File: src/rtl/bpc_pkg.sv
package bpc_pkg;
   localparam int IDX_W     = 4;
   localparam int MAX_CHIPS = 13;

   typedef enum logic [2:0] {
      CODE_L2  = 3'd0,
      CODE_L3  = 3'd1,
      CODE_L4  = 3'd2,
      CODE_L5  = 3'd3,
      CODE_L7  = 3'd4,
      CODE_L11 = 3'd5,
      CODE_L13 = 3'd6,
      CODE_ALT = 3'd7
   } code_sel_e;

   typedef logic [2**IDX_W-1:0] code_word_t;   // bit i set: chip i inverted

   function automatic logic [IDX_W-1:0] code_length(input code_sel_e s);
      case (s)
         CODE_L2:  return IDX_W'(2);
         CODE_L3:  return IDX_W'(3);
         CODE_L4:  return IDX_W'(4);
         CODE_L5:  return IDX_W'(5);
         CODE_L7:  return IDX_W'(7);
         CODE_L11: return IDX_W'(11);
         default:  return IDX_W'(13);
      endcase
   endfunction

   function automatic code_word_t code_pattern(input code_sel_e s);
      case (s)
         CODE_L2:  return code_word_t'(16'b0000_0000_0000_0000);
         CODE_L3:  return code_word_t'(16'b0000_0000_0000_0100);
         CODE_L4:  return code_word_t'(16'b0000_0000_0000_0100);
         CODE_L5:  return code_word_t'(16'b0000_0000_0000_1000);
         CODE_L7:  return code_word_t'(16'b0000_0000_0101_1000);
         CODE_L11: return code_word_t'(16'b0000_0101_1011_1000);
         default:  return code_word_t'(16'b0000_1010_0110_0000);
      endcase
   endfunction
endpackage

File: src/rtl/bpc_sine_rom.sv
module bpc_sine_rom #(
   parameter int ADDR_W = 8,
   parameter int S_W    = 14,
   parameter bit FOLDED = 1'b0
) (
   input  logic                    clk,
   input  logic                    rst_n,
   input  logic [ADDR_W-1:0]       addr,
   output logic signed [S_W-1:0]   value
);
   localparam int HALF    = 2**(ADDR_W-1);
   localparam int SHIFT   = 2*ADDR_W-2;
   localparam int SHAPE_W = 2*ADDR_W-1;
   localparam int PROD_W  = SHAPE_W+S_W;
   localparam int POS_AMP = 2**(S_W-1)-1;
   localparam int NEG_AMP = 2**(S_W-1);

   if (SHIFT + S_W > 30) begin : g_bad_width
      $error("bpc_sine_rom: ADDR_W and S_W too wide for table arithmetic");
   end

   if (!FOLDED) begin : g_full
      logic signed [S_W-1:0] tbl [2**ADDR_W];
      for (genvar i = 0; i < 2**ADDR_W; i++) begin : g_ent
         localparam int U = i % HALF;
         localparam int W = 4*U*(HALF-U);
         localparam int V = (i < HALF) ? ((W*POS_AMP) >> SHIFT)
                                       : -((W*NEG_AMP) >> SHIFT);
         assign tbl[i] = S_W'(V);
      end
      always_ff @(posedge clk or negedge rst_n) begin
         if (!rst_n) value <= '0;
         else        value <= tbl[addr];
      end
   end else begin : g_folded
      logic [SHAPE_W-1:0] shape_tbl [HALF];
      for (genvar i = 0; i < HALF; i++) begin : g_ent
         assign shape_tbl[i] = SHAPE_W'(4*i*(HALF-i));
      end
      logic                  hi_half;
      logic [PROD_W-1:0]     prod;
      logic [S_W-1:0]        mag;
      logic signed [S_W:0]   smag;
      logic signed [S_W:0]   sval;
      always_comb begin
         hi_half = addr[ADDR_W-1];
         prod    = PROD_W'(shape_tbl[addr[ADDR_W-2:0]])
                 * (hi_half ? PROD_W'(NEG_AMP) : PROD_W'(POS_AMP));
         mag     = S_W'(prod >> SHIFT);
         smag    = $signed({1'b0, mag});
         sval    = hi_half ? -smag : smag;
      end
      always_ff @(posedge clk or negedge rst_n) begin
         if (!rst_n) value <= '0;
         else        value <= sval[S_W-1:0];
      end
   end
endmodule

File: src/rtl/bpc_timing.sv
module bpc_timing
   import bpc_pkg::*;
#(
   parameter int PHASE_W = 16,
   parameter int CNT_W   = 16
) (
   input  logic               clk,
   input  logic               rst_n,
   input  logic               enable,
   input  logic [2:0]         code_sel,
   input  logic [PHASE_W-1:0] tune_word,
   input  logic [CNT_W-1:0]   chip_len,
   input  logic [CNT_W-1:0]   pulse_len,
   input  logic [CNT_W-1:0]   pri_len,
   output logic               run,
   output logic               start,
   output logic               in_pulse,
   output logic [PHASE_W-1:0] phase,
   output logic               neg_chip,
   output logic [IDX_W-1:0]   chip_idx,
   output logic [IDX_W-1:0]   code_len
);
   if (CNT_W < 2 || PHASE_W < 4) begin : g_bad_cfg
      $error("bpc_timing: counter or phase width too small");
   end

   logic [CNT_W-1:0] pri_cnt;
   logic [CNT_W-1:0] chip_cnt;
   code_sel_e        sel_q;
   code_word_t       word;
   logic             last_chip;

   assign start     = enable && (!run || pri_cnt == pri_len - 1'b1);
   assign in_pulse  = run && (pri_cnt < pulse_len);
   assign code_len  = code_length(sel_q);
   assign word      = code_pattern(sel_q);
   assign neg_chip  = word[chip_idx];
   assign last_chip = (chip_idx == code_len - 1'b1);

   always_ff @(posedge clk or negedge rst_n) begin
      if (!rst_n) begin
         run      <= 1'b0;
         pri_cnt  <= '0;
         chip_cnt <= '0;
         chip_idx <= '0;
         phase    <= '0;
         sel_q    <= CODE_L2;
      end else begin
         run <= enable;
         if (!enable) begin
            pri_cnt  <= '0;
            chip_cnt <= '0;
            chip_idx <= '0;
            phase    <= '0;
         end else if (start) begin
            pri_cnt  <= '0;
            chip_cnt <= '0;
            chip_idx <= '0;
            phase    <= '0;
            sel_q    <= code_sel_e'(code_sel);
         end else begin
            pri_cnt <= pri_cnt + 1'b1;
            phase   <= phase + tune_word;
            if (!last_chip) begin
               if (chip_cnt == chip_len - 1'b1) begin
                  chip_cnt <= '0;
                  chip_idx <= chip_idx + 1'b1;
               end else begin
                  chip_cnt <= chip_cnt + 1'b1;
               end
            end
         end
      end
   end
endmodule

File: src/rtl/bpc_sign_apply.sv
module bpc_sign_apply #(
   parameter int S_W = 14
) (
   input  logic                  clk,
   input  logic                  rst_n,
   input  logic                  gate_in,
   input  logic                  neg_in,
   input  logic signed [S_W-1:0] val_in,
   output logic signed [S_W-1:0] sample_out,
   output logic                  gate_out
);
   localparam logic signed [S_W-1:0] MOST_NEG = {1'b1, {(S_W-1){1'b0}}};
   localparam logic signed [S_W-1:0] MOST_POS = {1'b0, {(S_W-1){1'b1}}};

   logic signed [S_W-1:0] coded;

   always_comb begin
      if (!neg_in)                 coded = val_in;
      else if (val_in == MOST_NEG) coded = MOST_POS;
      else                         coded = -val_in;
   end

   always_ff @(posedge clk or negedge rst_n) begin
      if (!rst_n) begin
         sample_out <= '0;
         gate_out   <= 1'b0;
      end else begin
         sample_out <= gate_in ? coded : '0;
         gate_out   <= gate_in;
      end
   end
endmodule

File: src/rtl/bpc_pulse_gen.sv
module bpc_pulse_gen
   import bpc_pkg::*;
#(
   parameter int PHASE_W = 16,
   parameter int ADDR_W  = 8,
   parameter int S_W     = 14,
   parameter int CNT_W   = 16,
   parameter bit FOLDED  = 1'b0
) (
   input  logic                  clk,
   input  logic                  rst_n,
   input  logic                  enable,
   input  logic [2:0]            code_sel,
   input  logic [PHASE_W-1:0]    tune_word,
   input  logic [CNT_W-1:0]      chip_len,
   input  logic [CNT_W-1:0]      pulse_len,
   input  logic [CNT_W-1:0]      pri_len,
   output logic signed [S_W-1:0] sample_out,
   output logic                  gate_out
);
   if (ADDR_W < 3 || ADDR_W > PHASE_W || S_W < 4) begin : g_bad_cfg
      $error("bpc_pulse_gen: illegal width combination");
   end

   logic                  t_run;
   logic                  t_start;
   logic                  t_in_pulse;
   logic [PHASE_W-1:0]    t_phase;
   logic                  t_neg;
   logic [IDX_W-1:0]      t_chip_idx;
   logic [IDX_W-1:0]      t_len;

   logic [ADDR_W-1:0]     s1_addr;
   logic                  s1_gate;
   logic                  s1_neg;
   logic                  s2_gate;
   logic                  s2_neg;
   logic signed [S_W-1:0] s2_val;

   bpc_timing #(.PHASE_W(PHASE_W), .CNT_W(CNT_W)) u_timing (
      .clk(clk), .rst_n(rst_n), .enable(enable), .code_sel(code_sel),
      .tune_word(tune_word), .chip_len(chip_len), .pulse_len(pulse_len),
      .pri_len(pri_len), .run(t_run), .start(t_start), .in_pulse(t_in_pulse),
      .phase(t_phase), .neg_chip(t_neg), .chip_idx(t_chip_idx), .code_len(t_len)
   );

   always_ff @(posedge clk or negedge rst_n) begin
      if (!rst_n) begin
         s1_addr <= '0;
         s1_gate <= 1'b0;
         s1_neg  <= 1'b0;
         s2_gate <= 1'b0;
         s2_neg  <= 1'b0;
      end else begin
         s1_addr <= t_phase[PHASE_W-1 -: ADDR_W];
         s1_gate <= t_in_pulse;
         s1_neg  <= t_neg;
         s2_gate <= s1_gate;
         s2_neg  <= s1_neg;
      end
   end

   bpc_sine_rom #(.ADDR_W(ADDR_W), .S_W(S_W), .FOLDED(FOLDED)) u_rom (
      .clk(clk), .rst_n(rst_n), .addr(s1_addr), .value(s2_val)
   );

   bpc_sign_apply #(.S_W(S_W)) u_sign (
      .clk(clk), .rst_n(rst_n), .gate_in(s2_gate), .neg_in(s2_neg),
      .val_in(s2_val), .sample_out(sample_out), .gate_out(gate_out)
   );
endmodule

File: config.mk
export PLATFORM = sky130hd
export DESIGN_NAME = bpc_pulse_gen
export DESIGN_NICKNAME = d
export VERILOG_FILES = /design/src/rtl/bpc_pkg.sv /design/src/rtl/bpc_sine_rom.sv /design/src/rtl/bpc_timing.sv /design/src/rtl/bpc_sign_apply.sv /design/src/rtl/bpc_pulse_gen.sv
export SDC_FILE = /design/constraint.sdc
export NUM_CORES = 1
export LEC_CHECK = 0
export BUFFER_PORTS_ARGS = -buffer_cell sky130_fd_sc_hd__buf_2
export CORE_MARGIN = 3
export CORE_UTILIZATION = 30
export DETAILED_ROUTE_END_ITERATION = 8
export GPL_ROUTABILITY_DRIVEN = 1
export SLEW_MARGIN = 30
export SYNTH_ARGS = -nofsm -noshare
export SYNTH_HDL_FRONTEND = slang
export SYNTH_SLANG_ARGS = --single-unit
File: constraint.sdc
create_clock -name clk -period 5.1 [get_ports clk]
set_clock_uncertainty 0.05 [all_clocks]
set_input_delay 0.255 -clock clk [delete_from_list [all_inputs] [get_ports clk]]
set_output_delay 0.255 -clock clk [all_outputs]
set_load 0.02 [all_outputs]
==> summary by stage, run 1 <==
Run status
The flow ran to the end, and the final reports show no timing, DRC or antenna violations.

Setup path
Among cell families on the critical path, the largest total delay comes from adder cells. The critical path buffer and inverter count is 2. The startpoint type of the worst setup path is a flop.

At the worst endpoint, the arrival time is 3.33 ns. The worst-path maximum fanout is 15. The critical path endpoint category is a flop. The largest single stage delay on the critical path is 0.58 ns. In this run the number of cells on the critical path is 11. The number of cells on the worst reg-to-reg path is 11. The critical path goes through inv_1 > ha_1 > ha_1 > inv_1 > nor2_1 > nor2_1 > a311oi_1 > o21ai_0 > nand2_1 > o21ai_0 > o21ai_0.

The source of the worst register-to-register timing path is s1_addr[1]$_DFF_PN0_. The most numerous cell type found on the critical path is sky130_fd_sc_hd__o21ai_0. The endpoint identified for the worst register-to-register timing path is u_rom.value[9]$_DFF_PN0_. For flop-to-flop paths, the worst setup slack is just under 2 ns.

The standard cell with the maximum stage delay on the critical path is sky130_fd_sc_hd__dfrtp_1. For the worst setup path, the data required time is ~5.3 ns. The worst setup path category is flop to flop.

Detailed routing
Summed over all layers, the routed wires come to 18330 µm. After detailed routing, the number of vias per cell comes to 5.111. The post-detailed-route DRC marker count is 0. The count of nets left with antenna violations once routing finished came out at 0. The first detailed-routing pass ran for 5 iterations. The overall via count from detail_route is 6578. After detailed routing, the average wire length per cell comes to 14.24 µm.

The count of routing violations after the opening detailed-route iteration is 517.

STA
Headroom to the max-slew limit came out at 0.5038. The final-report max-slew violation count is 0. Timing would allow up to 319.5 MHz. Setup repair after global routing left no endpoint under its margin. Subtracting the final worst setup slack from the clock period gives 3.130 ns. The transition time of the tightest slew-check pin is 0.7443 ns. The post-route fraction of the period consumed by the critical path is 0.6138.

The number of endpoints failing setup at the final stage is 0. The tightest hold path in the finished design has a slack of 0.02227 ns. Setup total negative slack on the finished layout was measured at 0 ns. The final count of hold timing violations came to 0.

Synth
The average instance in the mapped netlist occupies 8.278 µm². The largest area contributor in the synthesized netlist is sky130_fd_sc_hd__dfrtp_1. The number of distinct library cell variants in the gate-level netlist after synthesis is 74. The sequential area share after synthesis is 0.3214. The number of enable-type register cells in the synthesized netlist is 0. The synthesis-stage register bit count is 96. In the synthesized netlist, the number of instances is 903. The area fraction of the dominant cell type after synthesis is 0.3214. In the synthesized netlist the async set-or-reset flop fraction comes to 1.000. The warning count from the yosys run is 0. The mapped cell area is 7475 µm². Ranked by total cell area, the synthesized netlist is headed by sky130_fd_sc_hd__dfrtp_1 (32%), sky130_fd_sc_hd__ha_1 (7.7%), sky130_fd_sc_hd__xnor2_1 (6.2%). The main flop type after synthesis is sky130_fd_sc_hd__dfrtp_1. The number of nets produced by synthesis is between 1000 and 1500.

Layout
The footprint of the multi-input gates is between 4000 and 5000 µm². The final net count is roughly 1100. In the final layout, flip-flops and latches occupy 2402 µm². Of the cells placed in the final design, the portion with a size suffix greater than 1 is 0.1242. Compared with the post-synthesis result, the final layout area differs by 12.82%. The layout has 2586 filler cells.

Place
The half-perimeter wire length after placement is ~14000 µm. During placement, the flow inserted port buffers numbering 84. At the end of routability-driven placement, the weighted congestion stood at between 0.8 and 0.9.

Pwr
The fraction of power consumed by the clock network is 0.298. In this run the power density over the cells is 248.5 nW/µm². The net load switching power is 691.8 µW. The sequential fraction of design power is 0.431.

In this run the static leakage power is 3.639 nW. The part of the total power dissipated in combinational logic is 0.271. The maximum vdd drop is 171.9 µV. The internal power of the cells is 1.404 mW.

Summing internal, switching and leakage power gives 2.096 mW. The share of total power consumed by net switching is 0.3301.

Floorplanning
The core footprint is between 20000 and 25000 µm². The horizontal extent of the die is 163.8 µm. The floorplan has 57 rows. The effective utilization at floorplan is 0.3065. The floorplan die height is 163.8 µm.

The area of the die is 26850 µm². Pin placement for this block handled 85 I/O pins.

Worst hold path
The worst hold path class is input pin to flop. The worst hold path endpoint is u_timing.run$_DFF_PN0_. The hold-critical path depth is 1. The critical hold path startpoint is enable.

Global route
The number of global-route vias before repair was about 6300. Across every metal layer, demand over resource in global routing totals 0.1420. The pin count of the biggest net entering global routing is 52. The number of antenna violations at the first check in global routing is 4. The residual overflow from global routing is 0. The first global-routing pass estimated approximately 31000 µm of wire.

Clock network
The clock-pin slew reported for the worst setup and hold paths after clock tree synthesis is 0.06 ns. Counting along the longest clock path gives a buffer depth of 2. The clock net sink count is 96. The total clock buffers created by CTS is 9. The clock network latency to the later pin of the worst-skew pair is 0.34 ns. The CTS root buffer is sky130_fd_sc_hd__clkbuf_16. The CTS tree is done. The number of H-tree branching levels is 3.

Flow run
The total of max-cap violations is 0.
## layout by cell type, fill, tap and decap left out, drive strengths merged, types with 5 or more instances in the layout
master and count:
buf 90, clkbuf 12, ha 46, nand2b 11, inv 45, a211oi 17
nor2 110, o21a 7, o31ai 7, a31oi 12, mux2i 8, a21oi 51
nor3 29, diode 5, xor2 36, and2 6, nand2 67, dfrtp 96
o21ai 66, o22ai 6, and3 11, o211ai 9, xnor2 53, nand3b 6
nor4 12, a2111oi 5, a21o 10, nor2b 7, or4 7, nand3 28
nand4 11, nor3b 5, or3 10
## Yosys cell counts, types with 4 or more instances
cell type and instances:
sky130_fd_sc_hd__nor2_1 110, sky130_fd_sc_hd__ha_1 46, sky130_fd_sc_hd__nor3b_1 5, sky130_fd_sc_hd__nor3_1 29, sky130_fd_sc_hd__and2_1 6, sky130_fd_sc_hd__xnor2_1 53, sky130_fd_sc_hd__nor4_1 9, sky130_fd_sc_hd__o22ai_1 6
sky130_fd_sc_hd__a31oi_1 12, sky130_fd_sc_hd__nand3_1 27, sky130_fd_sc_hd__nand2_1 67, sky130_fd_sc_hd__a21o_1 10, sky130_fd_sc_hd__or3_1 10, sky130_fd_sc_hd__dfrtp_1 96, sky130_fd_sc_hd__mux2i_1 8, sky130_fd_sc_hd__xor2_1 36
sky130_fd_sc_hd__o31ai_1 7, sky130_fd_sc_hd__a211oi_1 17, sky130_fd_sc_hd__inv_1 44, sky130_fd_sc_hd__nand4_1 11, sky130_fd_sc_hd__nand2b_1 11, sky130_fd_sc_hd__o21a_1 7, sky130_fd_sc_hd__nor2b_1 7, sky130_fd_sc_hd__o2111ai_1 4
sky130_fd_sc_hd__clkbuf_1 42, sky130_fd_sc_hd__and3_1 11, sky130_fd_sc_hd__nand3b_1 6, sky130_fd_sc_hd__o21ai_0 66, sky130_fd_sc_hd__a21oi_1 51, sky130_fd_sc_hd__o211ai_1 9, sky130_fd_sc_hd__or4_1 5, sky130_fd_sc_hd__a221oi_1 4
## logic make-up (layout without fill, tap and decap cells)
logic type	after synthesis	in the layout	share of synthesized area
mux	12	12	0.01674
other cells	0	5	0
flops	96	96	0.3214
xor+xnor	89	89	0.1043
compound gates	231	231	0.2030
buf+inv	97	152	0.05256
simple gates	331	331	0.2223
fa+ha+maj	47	47	0.07968
## final cells by class
cell class              instances  area share
well taps                     324     0.04807
repair buffers                 91     0.05668
clock buffers                  12     0.02923
diodes                          5    0.001484
flip-flops and latches         96      0.2849
inverters                      46     0.02047
clock inverters                 3    0.003116
multi-input cells             710      0.5561
## timing repair
action                    4_1_cts  5_1_grt
hold buffers                    1        0
hold endpoints to repair       45        0
setup buffers                   0        0
resized for setup               0        0
## metal layers
layer,track usage,part of all wire,vias up
li1,-,-,3351
met1,0.1910,0.47,3050
met2,0.2291,0.46,149
met3,0.03279,0.055,24
met4,0.03922,0.015,4
met5,0,0.0011,-
## flip-flops by register name, indices dropped and copies added, names as in the netlist
register / cells
s1_addr: 8
s1_gate: 1
s1_neg: 1
s2_gate: 1
s2_neg: 1
u_rom.value: 13
u_sign.gate_out: 1
u_sign.sample_out: 14
u_timing.chip_cnt: 16
u_timing.chip_idx: 4
u_timing.phase: 16
u_timing.pri_cnt: 16
u_timing.run: 1
u_timing.sel_q: 3
## how the worst max path moves through the flow
stage / to / slack, ns / from
global placement: u_timing.chip_cnt[5]$_DFFE_PN0P_ / 1.66 / pri_len[0]
CTS: u_timing.chip_cnt[10]$_DFFE_PN0P_ / 1.94 / u_timing.pri_cnt[4]$_DFF_PN0_
finish: u_rom.value[9]$_DFF_PN0_ / 1.97 / s1_addr[1]$_DFF_PN0_
detailed placement: u_timing.chip_cnt[12]$_DFFE_PN0P_ / 1.59 / pri_len[0]
global route: u_timing.chip_cnt[2]$_DFFE_PN0P_ / 1.65 / pri_len[0]
floorplan: u_timing.chip_idx[3]$_DFFE_PN0P_ / 2.43 / chip_len[0]
## stage by stage
step	cells	cell area (µm²)	utilization	setup slack [ns]
detailed placement	1266	8138	0.3336	1.594
floorplan	903	7475	-	2.434
finish	1287	8433	0.3457	1.970
global placement	1266	8138	0.3336	1.658
CTS	1282	8421	0.3452	1.935
global route	1284	8426	0.3454	1.646
## power by group through the flow
stage | Sequential [mW] | Combinational [mW] | Clock (mW)
6_report | 0.903 | 0.568 | 0.625
5_1_grt | 0.917 | 0.643 | 0.681
4_1_cts | 0.902 | 0.569 | 0.647
3_5_place_dp | 0.917 | 0.565 | 0
3_3_place_gp | 0.916 | 0.561 | 0
2_1_floorplan | 0.922 | 0.385 | 0
(Power assumes the default switching activity.)
==> run 2: changes to the inputs <==
--- a/config.mk
+++ b/config.mk
@@ -5,6 +5,7 @@
 export SDC_FILE = /design/constraint.sdc
 export NUM_CORES = 1
 export LEC_CHECK = 0
+export ABC_AREA = 1
 export BUFFER_PORTS_ARGS = -buffer_cell sky130_fd_sc_hd__buf_2
 export CORE_MARGIN = 3
 export CORE_UTILIZATION = 30
==> constraint.sdc (replaced) <==
create_clock -name clk -period 3.2 [get_ports clk]
set_clock_uncertainty 0.05 [all_clocks]
set_input_delay 0.16 -clock clk [delete_from_list [all_inputs] [get_ports clk]]
set_output_delay 0.16 -clock clk [all_outputs]
set_load 0.02 [all_outputs]
==> run 2 against run 1 <==
  * Highest routed layer unchanged
  * Synthesized area grew 5.2%
  * Utilization grew 0.58 points
  * Sequential share of layout area shrank 1.7 points
  * Clock power grew 89%
  * Non-clock buffer count grew 3
  * Synthesized cell count grew 26%
  * Largest power group unchanged
  * Critical path type unchanged
==> summary by stage, run 2 <==
STA
The worst pin sits at a relative slew slack of 0.5504. After routing, the total negative slack on setup checks comes to 0 ns. The final count of hold timing violations is 0. The number of endpoints failing setup at the final stage is 0. At the pin with the least slew margin, the transition time is between 0.6 and 0.7 ns.

Of the available clock period, the critical path in the final layout requires 0.7645. The final-report max-slew violation count is 0. The worst path needs 2.446 ns of the cycle, external delays included. The maximum clock rate is approximately 410 MHz. Setup repair after global routing left no endpoint under its margin.

Worst hold path
Counting instances, the worst hold path has a depth of 3. The worst hold path class is input pin to flop.

Clock network
The tree built by TritonCTS fans out to 96 sinks. The clock network latency to the later pin of the worst-skew pair is 0.35 ns. TritonCTS built the clock tree.

The maximum clock path buffer count is 2. The H-tree generated during clock tree synthesis spans 3 levels. The clock-pin slew reported for the worst setup and hold paths after clock tree synthesis is 0.06 ns. The count of instances resized after the clock tree is built is 0. The number of hold buffers added after cts is 2. The CTS root buffer is sky130_fd_sc_hd__clkbuf_16. Buffers inserted during clock tree synthesis total 9. The post-CTS setup repair buffer count is 0.

Setup path
By startpoint and endpoint, the worst setup path is classified as flop to flop. Walking the worst path, the cells encountered are inv_1 > ha_1 > nand2_1 > nand2_1 > nor2_1 > o21ai_0 > nor2_1 > or3_1 > nand2_1 > o21ai_0 > nand2_1 > o21ai_0. Counting stages on the worst path, the most repeated cell is sky130_fd_sc_hd__nand2_1. Among all stages on the critical path, the largest delay is contributed by sky130_fd_sc_hd__dfrtp_1. The arrival time of data at the critical path endpoint is 2.61 ns.

The required time reported for the critical path endpoint is 3.36 ns. The delay of the slowest cell on the worst path is 0.52 ns. The worst setup path is captured at a flop. The length in cells of the worst reg-to-reg path is 12.

The worst-path maximum fanout is 10. In this run the register-to-register setup slack is roughly 0.75 ns. The startpoint type of the worst setup path is a flop.

Detailed routing
The routed wire length is 20120 µm. In the routed layout, each cell is associated on average with a via count of 4.791. The first-pass iteration count of the detailed router is 5. Summed over all nets, wire length on met2 after detailed routing comes to 9399 µm. In this run the remaining antenna-violating nets after routing total 0.

The routed design uses 989 µm of met3 wire. The final route contains 7411 vias. The highest signal layer in the routed design is met5. For this block, wires on met1 add up to 9211 µm. In the final routed layout, each cell accounts on average for 13.00 µm. The post-detailed-route DRC marker count is 0. The count of routing violations after the opening detailed-route iteration is 510.

Place
After detailed placement, the total cell area comes to roughly 8600 µm². At the end of routability-driven placement, the weighted congestion stood at 0.9797. The HPWL after detailed placement is ~16000 µm. During placement, the flow inserted port buffers numbering between 80 and 90.

Synth
The number of instances in the synthesized netlist is roughly 1100. Counting flops with an async set or reset pin after synthesis yields a share of 1.000. The largest area contributor in the synthesized netlist is sky130_fd_sc_hd__dfrtp_1. Synthesis produced a netlist with a net count of 1256. The commonest cells after synthesis are sky130_fd_sc_hd__nand2_1 (285), sky130_fd_sc_hd__nor2_1 (146), sky130_fd_sc_hd__inv_1 (130).

The mapped cell area is 7865 µm². Yosys instantiated no cell more often than sky130_fd_sc_hd__nand2_1. The area fraction of the dominant cell type after synthesis is 0.3054.

The number of distinct library cell variants in the gate-level netlist after synthesis is 58. Among all flip-flop cells after synthesis, the most frequent one is sky130_fd_sc_hd__dfrtp_1. Each instance of the synthesized netlist takes up on average 6.905 µm².

The number of enable-type register cells in the synthesized netlist is 0. The warning count from the yosys run is 0. Synthesis inferred 96 register bits. Ranked by total cell area, the synthesized netlist is headed by sky130_fd_sc_hd__dfrtp_1 (31%), sky130_fd_sc_hd__nand2_1 (14%), sky130_fd_sc_hd__ha_1 (7.3%). For this run, the register share of the synthesized area comes to 0.3054.

Run status
The flow ran to the end, and the final reports show no timing, DRC or antenna violations.

Pwr
Summed over all cells, the static leakage comes to ~4.4 nW. Across the VDD grid, the largest voltage drop is between 300 and 400 µV. Dividing total power by cell area gives a power density of 403.7 nW/µm².

Layout
The library cell used most frequently in the layout, excluding fill and tap cells, is sky130_fd_sc_hd__nand2_1. The final layout contains 1329 nets. The largest registers in the layout are u_timing.chip_cnt x16, u_timing.phase x16, u_timing.pri_cnt x16. Counting the fill cells in the layout gives 2711. With fillers left out, the area of the finished cells amounts to 8954 µm². The share of layout cells above drive strength 1 is 0.1208. The library cells used most frequently in the layout, excluding fill and tap cells, are sky130_fd_sc_hd__nand2_1 (285), sky130_fd_sc_hd__nor2_1 (146), sky130_fd_sc_hd__inv_1 (130), sky130_fd_sc_hd__dfrtp_1 (96), sky130_fd_sc_hd__buf_2 (83). The number of antenna diodes is 0. The synthesis-to-layout area growth is 13.84%.

Floorplanning
The floorplan step set the die width to 167.9 µm. The initial utilization of the core area, before any placement, comes to 0.3088. The area of the die is 28200 µm².

The core footprint is ~25000 µm². The total number of placement rows is slightly below 60. During I/O placement, the number of pins put on the boundary was 85.

The floorplan die height is 167.9 µm.

Global route
The number of antenna violations at the first check in global routing is 5. After global routing the overflow that remains totals 0. The pin count of the biggest net entering global routing is 52. The first global-routing pass estimated ~34000 µm of wire. The overall global routing resource usage is 0.1433. The number of global-route vias before repair is 7040.

Flow run
The total of max-cap violations is 0.
-- run 2: logic make-up (layout without fill, tap and decap cells) --
| group | after synthesis | in the layout | synth area share |
|---|---|---|---|
| AOI/OAI and AO/OA | 165 | 165 | 0.1217 |
| xor gates and xnor gates | 66 | 66 | 0.07350 |
| adders and majority gates | 47 | 47 | 0.07572 |
| buffers and inverters | 169 | 247 | 0.08718 |
| DFF | 96 | 96 | 0.3054 |
| and+or+nand+nor | 596 | 596 | 0.3365 |
-- run 2: final timing paths --
| kind | startpoint | end |
|---|---|---|
| max reg2reg | s1_addr[0]$_DFF_PN0_ | u_rom.value[7]$_DFF_PN0_ |
| max | s1_addr[0]$_DFF_PN0_ | u_rom.value[7]$_DFF_PN0_ |
| max in group asynchronous | rst_n | s1_addr[2]$_DFF_PN0_ |
| min reg2reg | s1_neg$_DFF_PN0_ | s2_neg$_DFF_PN0_ |
| min | code_sel[1] | u_timing.sel_q[1]$_DFFE_PN0P_ |
| min in group asynchronous | rst_n | u_sign.sample_out[6]$_DFF_PN0_ |
-- run 2: routing by layer --
metal	vias to the layer above	global-route usage
met4	10	0.04767
met1	3334	0.1849
met5	-	0
li1	3862	-
met3	37	0.03193
met2	168	0.2382
-- run 2: worst max-delay path: cells and delay by family (launching register included) --
kind	cells	cell delay, ns
buffers and inverters	1	0.18
AND/OR/NAND/NOR	7	0.83
adder cells (fa/ha/maj)	1	0.42
flip-flops	1	0.52
AO/OA/AOI/OAI	3	0.31
-- run 2: final cells by class --
cell class	count	area, µm²	share of cell area
clock buffer	11	242.7	0.02711
clock inverter	5	86.33	0.009642
inverter	137	516.7	0.05771
multi-input combinational	874	4777	0.5335
sequential	96	2402	0.2683
tap	330	412.9	0.04612
timing repair buffer	94	515.5	0.05757
-- run 2: through the flow --
| step | cells | utilization | setup WS (ns) | power [mW] | hold WS [ns] |
|---|---|---|---|---|---|
| 2_1_floorplan | 1139 | - | 1.089 | 2.143 | -0.1856 |
| 3_3_place_gp | 1529 | 0.3378 | 0.7170 | 2.445 | 0.1831 |
| 3_5_place_dp | 1529 | 0.3378 | 0.6586 | 2.448 | 0.1947 |
| 4_1_cts | 1547 | 0.3515 | 0.7669 | 3.663 | 0.006361 |
| 5_1_grt | 1547 | 0.3515 | 0.4560 | 3.860 | 0.03013 |
| 6_report | 1547 | 0.3515 | 0.7537 | 3.614 | 0.01380 |
-- run 2: report_power, final --
part | internal [mW] | leakage (nW) | switching [mW]
logic | 0.367 | 3.00 | 0.640
registers | 1.33 | 1.28 | 0.0954
clock network | 0.713 | 0.161 | 0.469
